--- src/rtl/tmr_fsm.sv ---
module tmr_fsm #(
  parameter int COPIES = 3
) (
  input  logic       clk,
  input  logic       rst,
  input  logic       start,
  input  logic       abort,
  input  logic       ready,
  input  logic [1:0] upset0,
  input  logic [1:0] upset1,
  input  logic [1:0] upset2,
  output logic       req,
  output logic       busy,
  output logic       done,
  output logic       mismatch
);

  localparam logic [1:0] S_IDLE = 2'd0;
  localparam logic [1:0] S_RUN  = 2'd1;
  localparam logic [1:0] S_WAIT = 2'd2;
  localparam logic [1:0] S_DONE = 2'd3;

  logic [1:0] cp  [COPIES];
  logic [1:0] vt  [COPIES];
  logic [1:0] nx  [COPIES];
  logic [1:0] inj [COPIES];
  logic [2:0] dec [COPIES];
  logic [COPIES-1:0] diff;

  function automatic logic [1:0] maj2(input logic [1:0] a, b, c);
    return (a & b) | (a & c) | (b & c);
  endfunction

  function automatic logic [2:0] maj3(input logic [2:0] a, b, c);
    return (a & b) | (a & c) | (b & c);
  endfunction

  function automatic logic [1:0] step(input logic [1:0] s, input logic st, ab, rd);
    case (s)
      S_IDLE:  return (st && !ab) ? S_RUN : S_IDLE;
      S_RUN:   return ab ? S_IDLE : S_WAIT;
      S_WAIT:  return ab ? S_IDLE : (rd ? S_DONE : S_WAIT);
      default: return S_IDLE;
    endcase
  endfunction

  assign inj[0] = upset0;
  assign inj[1] = upset1;
  assign inj[2] = upset2;

  always_comb begin
    for (int i = 0; i < COPIES; i++) begin
      vt[i]   = maj2(cp[0], cp[1], cp[2]);
      nx[i]   = step(vt[i], start, abort, ready);
      dec[i]  = {vt[i] == S_DONE, (vt[i] == S_RUN) || (vt[i] == S_WAIT), vt[i] == S_RUN};
      diff[i] = cp[i] != vt[i];
    end
  end

  always_ff @(posedge clk) begin
    for (int i = 0; i < COPIES; i++) begin
      if (rst) cp[i] <= S_IDLE;
      else     cp[i] <= nx[i] ^ inj[i];
    end
  end

  logic [2:0] outv;
  assign outv     = maj3(dec[0], dec[1], dec[2]);
  assign req      = outv[0];
  assign busy     = outv[1];
  assign done     = outv[2];
  assign mismatch = |diff;

  logic [2:0] hit;
  assign hit = {|upset2, |upset1, |upset0};

  assert_reset_idle_R1: assert property (@(posedge clk)
    rst |=> (cp[0] == S_IDLE && cp[1] == S_IDLE && cp[2] == S_IDLE));

  assert_realign_R8: assert property (@(posedge clk) disable iff (rst)
    (hit == 3'b000) |=> (cp[0] == cp[1] && cp[1] == cp[2]));

  assert_single_flag_R9: assert property (@(posedge clk) disable iff (rst)
    ($onehot0(hit) && mismatch && hit == 3'b000) |=> !mismatch);

  assert_single_upset_flag_R9: assert property (@(posedge clk) disable iff (rst)
    ($countones(hit) == 1) |=> mismatch);

  assert_abort_R6: assert property (@(posedge clk) disable iff (rst)
    (abort && $onehot0(hit)) |=> (!req && !busy && !done));

  assert_req_once_R3: assert property (@(posedge clk) disable iff (rst)
    ($onehot0(hit) && req && !abort) |=> (busy && !req));

  assert_exclusive_R5: assert property (@(posedge clk) disable iff (rst)
    !(done && busy));

endmodule

--- config.mk ---
export PLATFORM = sky130hd
export DESIGN_NAME = tmr_fsm
export DESIGN_NICKNAME = d
export VERILOG_FILES = /design/src/rtl/tmr_fsm.sv
export SDC_FILE = /design/constraint.sdc
export NUM_CORES = 1
export LEC_CHECK = 0
export CORE_AREA = 2 2 39 41
export DETAILED_ROUTE_END_ITERATION = 6
export DIE_AREA = 0 0 41 43
export SLEW_MARGIN = 20
export SYNTH_ARGS = -nofsm -noshare
export SYNTH_HDL_FRONTEND = slang
export SYNTH_SLANG_ARGS = --single-unit
export TNS_END_PERCENT = 1
--- constraint.sdc ---
create_clock -name clk -period 1.85 [get_ports clk]
set_clock_uncertainty 0.15 [all_clocks]
set_input_delay 0.4625 -clock clk [delete_from_list [all_inputs] [get_ports clk]]
set_output_delay 0.4625 -clock clk [all_outputs]
set_load 0.03 [all_outputs]
* Word level (Yosys, flattened, before mapping)
Memory sizes are Yosys's and may differ from the RTL's. Cells that the tools add are included.
Operators by class: eq/ne operators 6, bitwise logic cells 14, mux-type cells 11, reductions and logical operators 5
Operators with widths (number):
- 2-bit 2-to-1 mux | 5
- 2-bit AND | 3
- 2-bit != test | 3
- 3-bit OR | 2
- 2-bit one-hot mux with 3 select lines | 1
- 2-bit bitwise XOR | 3
- 1-bit 2-to-1 mux | 5
- 2-bit equality test, second input constant | 2
- 2-bit OR | 2
- 3-bit AND | 1
- 1-bit OR | 3
- 3-bit OR reduction | 1
- 2-bit by 1-bit equality test with 1-bit output, second input constant | 1
- 2-bit logical NOT | 1
- 1-bit logical AND | 1
- 1-bit logical NOT | 1
- 1-bit logical OR | 1
Word-level totals: output and inout bits 4, register bits after elaboration 0, bits of input ports 11, memories 1, memory bits (writable) 6, logic and storage cells 37
Memory list:
- cp | words 3, bits a word 2, read ports 3, clocked after Yosys merged registers in 0, wr ports 3, line 23 | logic [1:0] cp [COPIES];

* Logic depth before layout (Yosys ltp)
Gate-level depths: netlist of run 1.
word-level depth 8, gate-level depth with buffers 7, mapped depth without buffers 7

* Worst setup path after synthesis of run 1
Ideal clock, no wire load.
path type register to register, start point memory cp[1][0], end point memory cp[0][0], arrival time 1656 ps, library setup time 121 ps, required time 1579 ps, clock period less this slack 1927 ps, stages on the path, launching flop included 8, setup slack -77 ps, buffers on the path 1, cell sequence dfxtp_1 a21o_1 o21a_1 ha_1 or2_0 clkbuf_2 nor2_1 mux2_2
RTL lines (line):
- start: declaration | 23

==> metrics.yaml, run 1 <==
status:
  outcome: "complete, but fails checks"
  violations: "setup timing"
cts:
  numCtsBuffers: 3
  cts_num_sinks: 6
  ctsHtreeMaxLevel: 1
  clock_path_buffers: 2
  cts_tree: "yes"
  clk_latency_ns: 0.24
  clkTransAtPathRegs_ns: 0.04
  clock-root-buffer: "clkbuf_4"
placement:
  placed_cells_incl_taps: 86
  place_ws_ns: -0.0888
  io_buffers: 14
  gp_congestion: 0.706
  dp_hpwl_um: 697
  placed_area_um2: 631
yosys:
  syn-cell-area_um2: 392
  yosysWarnings: 0
  yosysSeqAreaShare: 0.307
  yosys-top-cells-area: "dfxtp_1 31%, ha_1 16%, mux2_2 8.6%"
  synth_ff_type: "dfxtp_1"
  synthArstFlopShare: 0
  avgSynthCellArea_um2: 8.51
  synth_edf_count: 0
  synth.most_common_cell: "dfxtp_1"
  netlist.area_leader.share: 0.307
  syn-instance-count: 46
  synth_top_cell_by_area: "dfxtp_1"
  synth_top_cells_by_count: "6 x dfxtp_1, 5 x ha_1, 5 x nor2_1"
  synth_cell_types: 18
  ys_seq_elements: 6
  synth_fp_nets: 62
global_route:
  grt_pass1_wl_um: 1660
  met3_usage: 0.0524
  grt_pass1_vias: 432
  track_usage: 0.146
  overflow: 0
  grtUsageMet2: 0.209
  grt-busiest-layer: "met2"
  antenna_found_initial: 0
  grt_max_degree: 8
  grt_util_met1: 0.158
critical_path:
  critPathMaxStageDelay_ns: 0.32
  crit_family: "flip-flops"
  r2r_setup_slack_ns: 0.04
  crit_chain: "a21o_1 -> o21a_1 -> ha_1 -> buf_6"
  crit_buf_inv: 1
  crit_slowest_cell: "dfxtp_2"
  required_ns: 1.24
  worstSetupPathType: "flip-flop to output port"
  cp.arrival_ns: 1.33
  cp-start-kind: "flip-flop"
  cp-end-kind: "output port"
  worstPathMaxFanout: 3
layout:
  final_nets: 92
  register_area_um2: 125
  largest_register: "cp"
  drive_gt1_frac: 0.486
  top_regs: "cp (6)"
  final_cells: 90
  multi_input_area_um2: 313
  largest_register_ffs: 6
  num_antenna_cells: 0
  final.fill_count: 134
  finish.instance_area_um2: 731
  areaGrowthSynthToFinish_pct: 86.6
  final_util: 0.528
routing:
  route.detailed.drc: 0
  via_count: 425
  routed_wl_um: 949
  drt_first_iter_violations: 11
  postRouteAntennaNets: 0
  routedWlPerCell_um: 10.5
  vias_per_cell: 4.72
  firstDrtPassIters: 4
sta:
  drv_slew: 0
  setup_viol: 3
  period_share: 1.05
  hold_viol: 0
  fin_ws_ns: -0.0879
  finalSetupTns_ns: -0.235
  min_period_ns: 1.94
  fmax_mhz: 516
  rsz0062_at_grt: "yes"
  worst_pin_slew_ns: 0.216
  relSlewSlack: 0.856
power:
  p_seq_frac: 0.338
  switching_share: 0.294
  pwr-share-clk: 0.271
  switchingPower_w: 0.000130
  p_comb_frac: 0.391
  p_leak_nw: 0.324
  p_int_w: 0.000313
  p_per_area_mw_per_mm2: 607
  peakVddDrop_v: 0.000289
floorplan:
  design.core.area_mm2: 0.00138
  io-pin-count: 15
  die_h_um: 43
  fp.dieArea_mm2: 0.00176
  rows: 14
  start_util: 0.283
  dieWidth_um: 41
run:
  drv_cap: 0
hold_path:
  hold_path.class: "input port to flip-flop"
==> cell usage in the layout (no fill, tap or decap), types with 2 or more instances in the layout <==
master and n:
a21o_1 2, buf_6 4, or3_1 3, ha_1 3, clkdlybuf4s50_1 10, buf_4 13
nor2b_1 3, nor3_1 2, nor2_4 2, dfxtp_1 2, nor2_1 3, clkbuf_4 3
ha_4 2, inv_1 2, dfxtp_2 4, mux2_2 3, a21oi_1 2, o21ai_0 2
==> area by class of cell <==
cell class	instances	share of cell area
multi-input cells	36	0.428
clock buffers	3	0.0308
inverters	2	0.0103
repair buffers	27	0.332
flip-flops and latches	6	0.171
well taps	16	0.0274
==> timing repair <==
action / CTS / global route
hold endpoints to repair: 0 / 0
gates resized for setup: 15 / 6
endpoints found under the setup margin: 9 / 10
setup buffers: 0 / 1
pin swaps: 1 / 7
hold buffers: 0 / 0
==> layer usage <==
| metal | vias to the layer above | part of all wire | routed length (µm) |
|---|---|---|---|
| met1 | 186 | 0.36 | 342 |
| met5 | - | 0 | 0 |
| met4 | 0 | 0.028 | 27 |
| met2 | 18 | 0.55 | 526 |
| li1 | 217 | - | - |
| met3 | 4 | 0.056 | 53 |
==> final timing paths <==
path,depth (start not counted),startpoint,to
hold reg to reg,5,cp[2][1],cp[2][1]
hold / removal,3,upset2[1],cp[2][1]
setup / recovery,4,cp[2][0],busy
setup reg to reg,6,cp[2][0],cp[1][0]
==> per-stage QoR <==
step	hold slack (ns)	total power, W
6_report	0.680	0.000443
5_1_grt	0.675	0.000478
4_1_cts	0.669	0.000437
3_5_place_dp	0.926	0.000297
3_3_place_gp	0.917	0.000293
2_1_floorplan	0.469	0.000227
==> tightest hold or removal path: stages <==
cell and delay, ns:
clkdlybuf4s50_1 0.42, o21ai_0 0.08, a21oi_1 0.06
==> cells by family after synthesis <==
kind of cell             after synthesis  synth area share
multiplexers                           3            0.0863
AO/OA/AOI/OAI                         12             0.188
adder cells (fa/ha/maj)                5             0.160
buffers and inverters                  4            0.0415
AND/OR/NAND/NOR                       16             0.217
flip-flops                             6             0.307
==> power by group through the flow <==
stage,registers (W),logic (W),clock network [W]
floorplan,0.000150,0.0000761,0
global placement,0.000150,0.000143,0
detailed placement,0.000151,0.000146,0
CTS,0.000150,0.000163,0.000124
global route,0.000152,0.000188,0.000137
finish,0.000150,0.000173,0.000120
No activity file was read; power rests on OpenSTA's default activity.
==> inputs of run 2 (changes only) <==
- CTS_CLUSTER_SIZE: default -> 30
==> results of run 2 <==
Final layout, timing and power as in run 1 (identical DEF).
==> inputs of run 3 (changes only) <==
- SKIP_LAST_GASP: default -> 1
==> metrics.yaml, run 3 (same netlist as run 1, synthesis figures left out) <==
status:
  outcome: "complete, but fails checks"  # unchanged
  violations: "setup timing"  # unchanged
critical_path:
  crit_chain: "a21o_1 -> o21a_1 -> ha_1 -> buf_6"  # unchanged
  crit_slowest_cell: "dfxtp_2"  # unchanged
  r2r_setup_slack_ns: -0.03  # was 0.04 ns
  worstPathMaxFanout: 3  # unchanged
  crit_buf_inv: 1  # unchanged
  critPathMaxStageDelay_ns: 0.32  # about the same
  critPathLaunch: "cp[2][0]"  # unchanged
  worstSetupPathType: "flip-flop to output port"  # unchanged
  required_ns: 1.24  # about the same
  cp-end-kind: "output port"  # unchanged
  reg2reg_to: "cp[1][0]"  # unchanged
  reg2regPathDepth: 6  # unchanged
  cp.arrival_ns: 1.33  # about the same
  cp-start-kind: "flip-flop"  # unchanged
  worstReg2RegStart: "cp[2][0]"  # unchanged
  path_depth: 4  # unchanged
  crit_family: "flip-flops"  # unchanged
  endpoint: "busy"  # unchanged
placement:
  dp_hpwl_um: 697  # unchanged
  io_buffers: 14  # unchanged
  placed_cells_incl_taps: 86  # unchanged
  gp_congestion: 0.706  # unchanged
  place_ws_ns: -0.0888  # unchanged
layout:
  final_cells: 90  # unchanged
  final_nets: 92  # unchanged
  final.fill_count: 135  # was 134
  final_util: 0.513  # was 0.528
  drive_gt1_frac: 0.432  # was 0.486
  final_common_cell: "buf_4"  # unchanged
  largest_register_ffs: 6  # unchanged
  layout_common_cells: "13 x buf_4, 10 x clkdlybuf4s50_1, 4 x dfxtp_2, 4 x buf_6"  # unchanged
  top_regs: "cp (6)"  # unchanged
  areaGrowthSynthToFinish_pct: 81.1  # was 86.6%
  largest_register: "cp"  # unchanged
  num_antenna_cells: 0  # unchanged
global_route:
  track_usage: 0.143  # was 0.146
  grt_pass1_wl_um: 1630  # was 1660 µm
  antenna_found_initial: 0  # unchanged
  grt_max_degree: 8  # unchanged
  overflow: 0  # unchanged
  grt_pass1_vias: 431  # was 432
power:
  p_per_area_mw_per_mm2: 611  # was 607 mW/mm²
  p_leak_nw: 0.324  # about the same
  peakVddDrop_v: 0.000298  # was 0.000289 V
hold_path:
  hold_path.class: "input port to flip-flop"  # unchanged
floorplan:
  die_h_um: 43  # unchanged
  design.core.area_mm2: 0.00138  # unchanged
  rows: 14  # unchanged
  start_util: 0.283  # unchanged
  fp.dieArea_mm2: 0.00176  # unchanged
  io-pin-count: 15  # unchanged
  dieWidth_um: 41  # unchanged
routing:
  routedWlPerCell_um: 9.98  # was 10.5 µm
  routed_wl_um: 898  # was 949 µm
  firstDrtPassIters: 4  # unchanged
  via_count: 415  # was 425
  vias_per_cell: 4.61  # was 4.72
  drt_first_iter_violations: 12  # was 11
  route.detailed.drc: 0  # unchanged
  postRouteAntennaNets: 0  # unchanged
sta:
  fin_ws_ns: -0.0878  # was -0.0879 ns
  min_period_ns: 1.94  # about the same
  drv_slew: 0  # unchanged
  setup_viol: 9  # was 3
  fmax_mhz: 516  # about the same
  hold_viol: 0  # unchanged
  relSlewSlack: 0.817  # was 0.856
  period_share: 1.05  # about the same
  worst_pin_slew_ns: 0.275  # was 0.216 ns
  rsz0062_at_grt: "yes"  # unchanged
cts:
  cts_hold_buf: 0  # unchanged
  cts_num_sinks: 6  # unchanged
  clkTransAtPathRegs_ns: 0.04  # about the same
  clk_latency_ns: 0.24  # about the same
  numCtsBuffers: 3  # unchanged
  clock_path_buffers: 2  # unchanged
  cts_tree: "yes"  # unchanged
  ctsHtreeMaxLevel: 1  # unchanged
  clock-root-buffer: "clkbuf_4"  # unchanged
run:
  drv_cap: 0  # unchanged
run 3: cell counts in the layout (fill, tap and decap cells not counted):
Identical to the previous run, type by type.
run 3: per-stage QoR:
stage	total power, W	hold WS, ns	area (µm²)	setup TNS [ns]
floorplan	0.000227	0.469	399	0
global placement	0.000293	0.917	631	-0.337
detailed placement	0.000297	0.926	631	-0.436
CTS	0.000433	0.669	698	-0.654
global route	0.000468	0.671	709	-1.11
finish	0.000433	0.673	709	-0.346
run 3: worst min path at each step:
| stage | start | end | cells after the start |
|---|---|---|---|
| floorplan | upset0[1] | cp[0][1] | 2 |
| global route | upset2[1] | cp[2][1] | 3 |
| finish | upset1[1] | cp[1][1] | 3 |
| CTS | upset1[1] | cp[1][1] | 3 |
| global placement | upset1[1] | cp[1][1] | 3 |
| detailed placement | upset1[1] | cp[1][1] | 3 |
run 3: where the power goes:
group | switching (W) | total (W) | leakage [nW] | internal, W
clock | 0.0000465 | 0.000120 | 0.0138 | 0.0000733
combinational | 0.0000716 | 0.000163 | 0.259 | 0.0000919
sequential | 0.00000715 | 0.000150 | 0.0511 | 0.000143
total | 0.000125 | 0.000433 | 0.324 | 0.000308
run 3: repair_timing:
action	CTS	global route
pin swaps	1	2
setup buffers	0	1
setup endpoints to repair	9	10
gates cloned	0	0
endpoints found under the hold margin	0	0
gates resized for setup	12	3
run 3: worst min-delay path, delay by kind of cell:
family / cells / cell delay [ns]
compound gates: 2 / 0.14
buf+inv: 1 / 0.42
run 3: cell type report:
| type | instances | area [µm²] | share of cell area |
|---|---|---|---|
| sequential | 6 | 125 | 0.176 |
| multi-input combinational | 36 | 292 | 0.411 |
| inverter | 2 | 7.51 | 0.0106 |
| tap | 16 | 20.0 | 0.0282 |
| clock buffer | 3 | 22.5 | 0.0317 |
| timing repair buffer | 27 | 243 | 0.342 |
run 3: metal layers:
metal	global-route usage	vias up	wire [µm]
li1	-	216	-
met1	0.158	181	350
met2	0.200	14	470
met3	0.0524	4	49
met4	0.127	0	27
met5	0	-	0
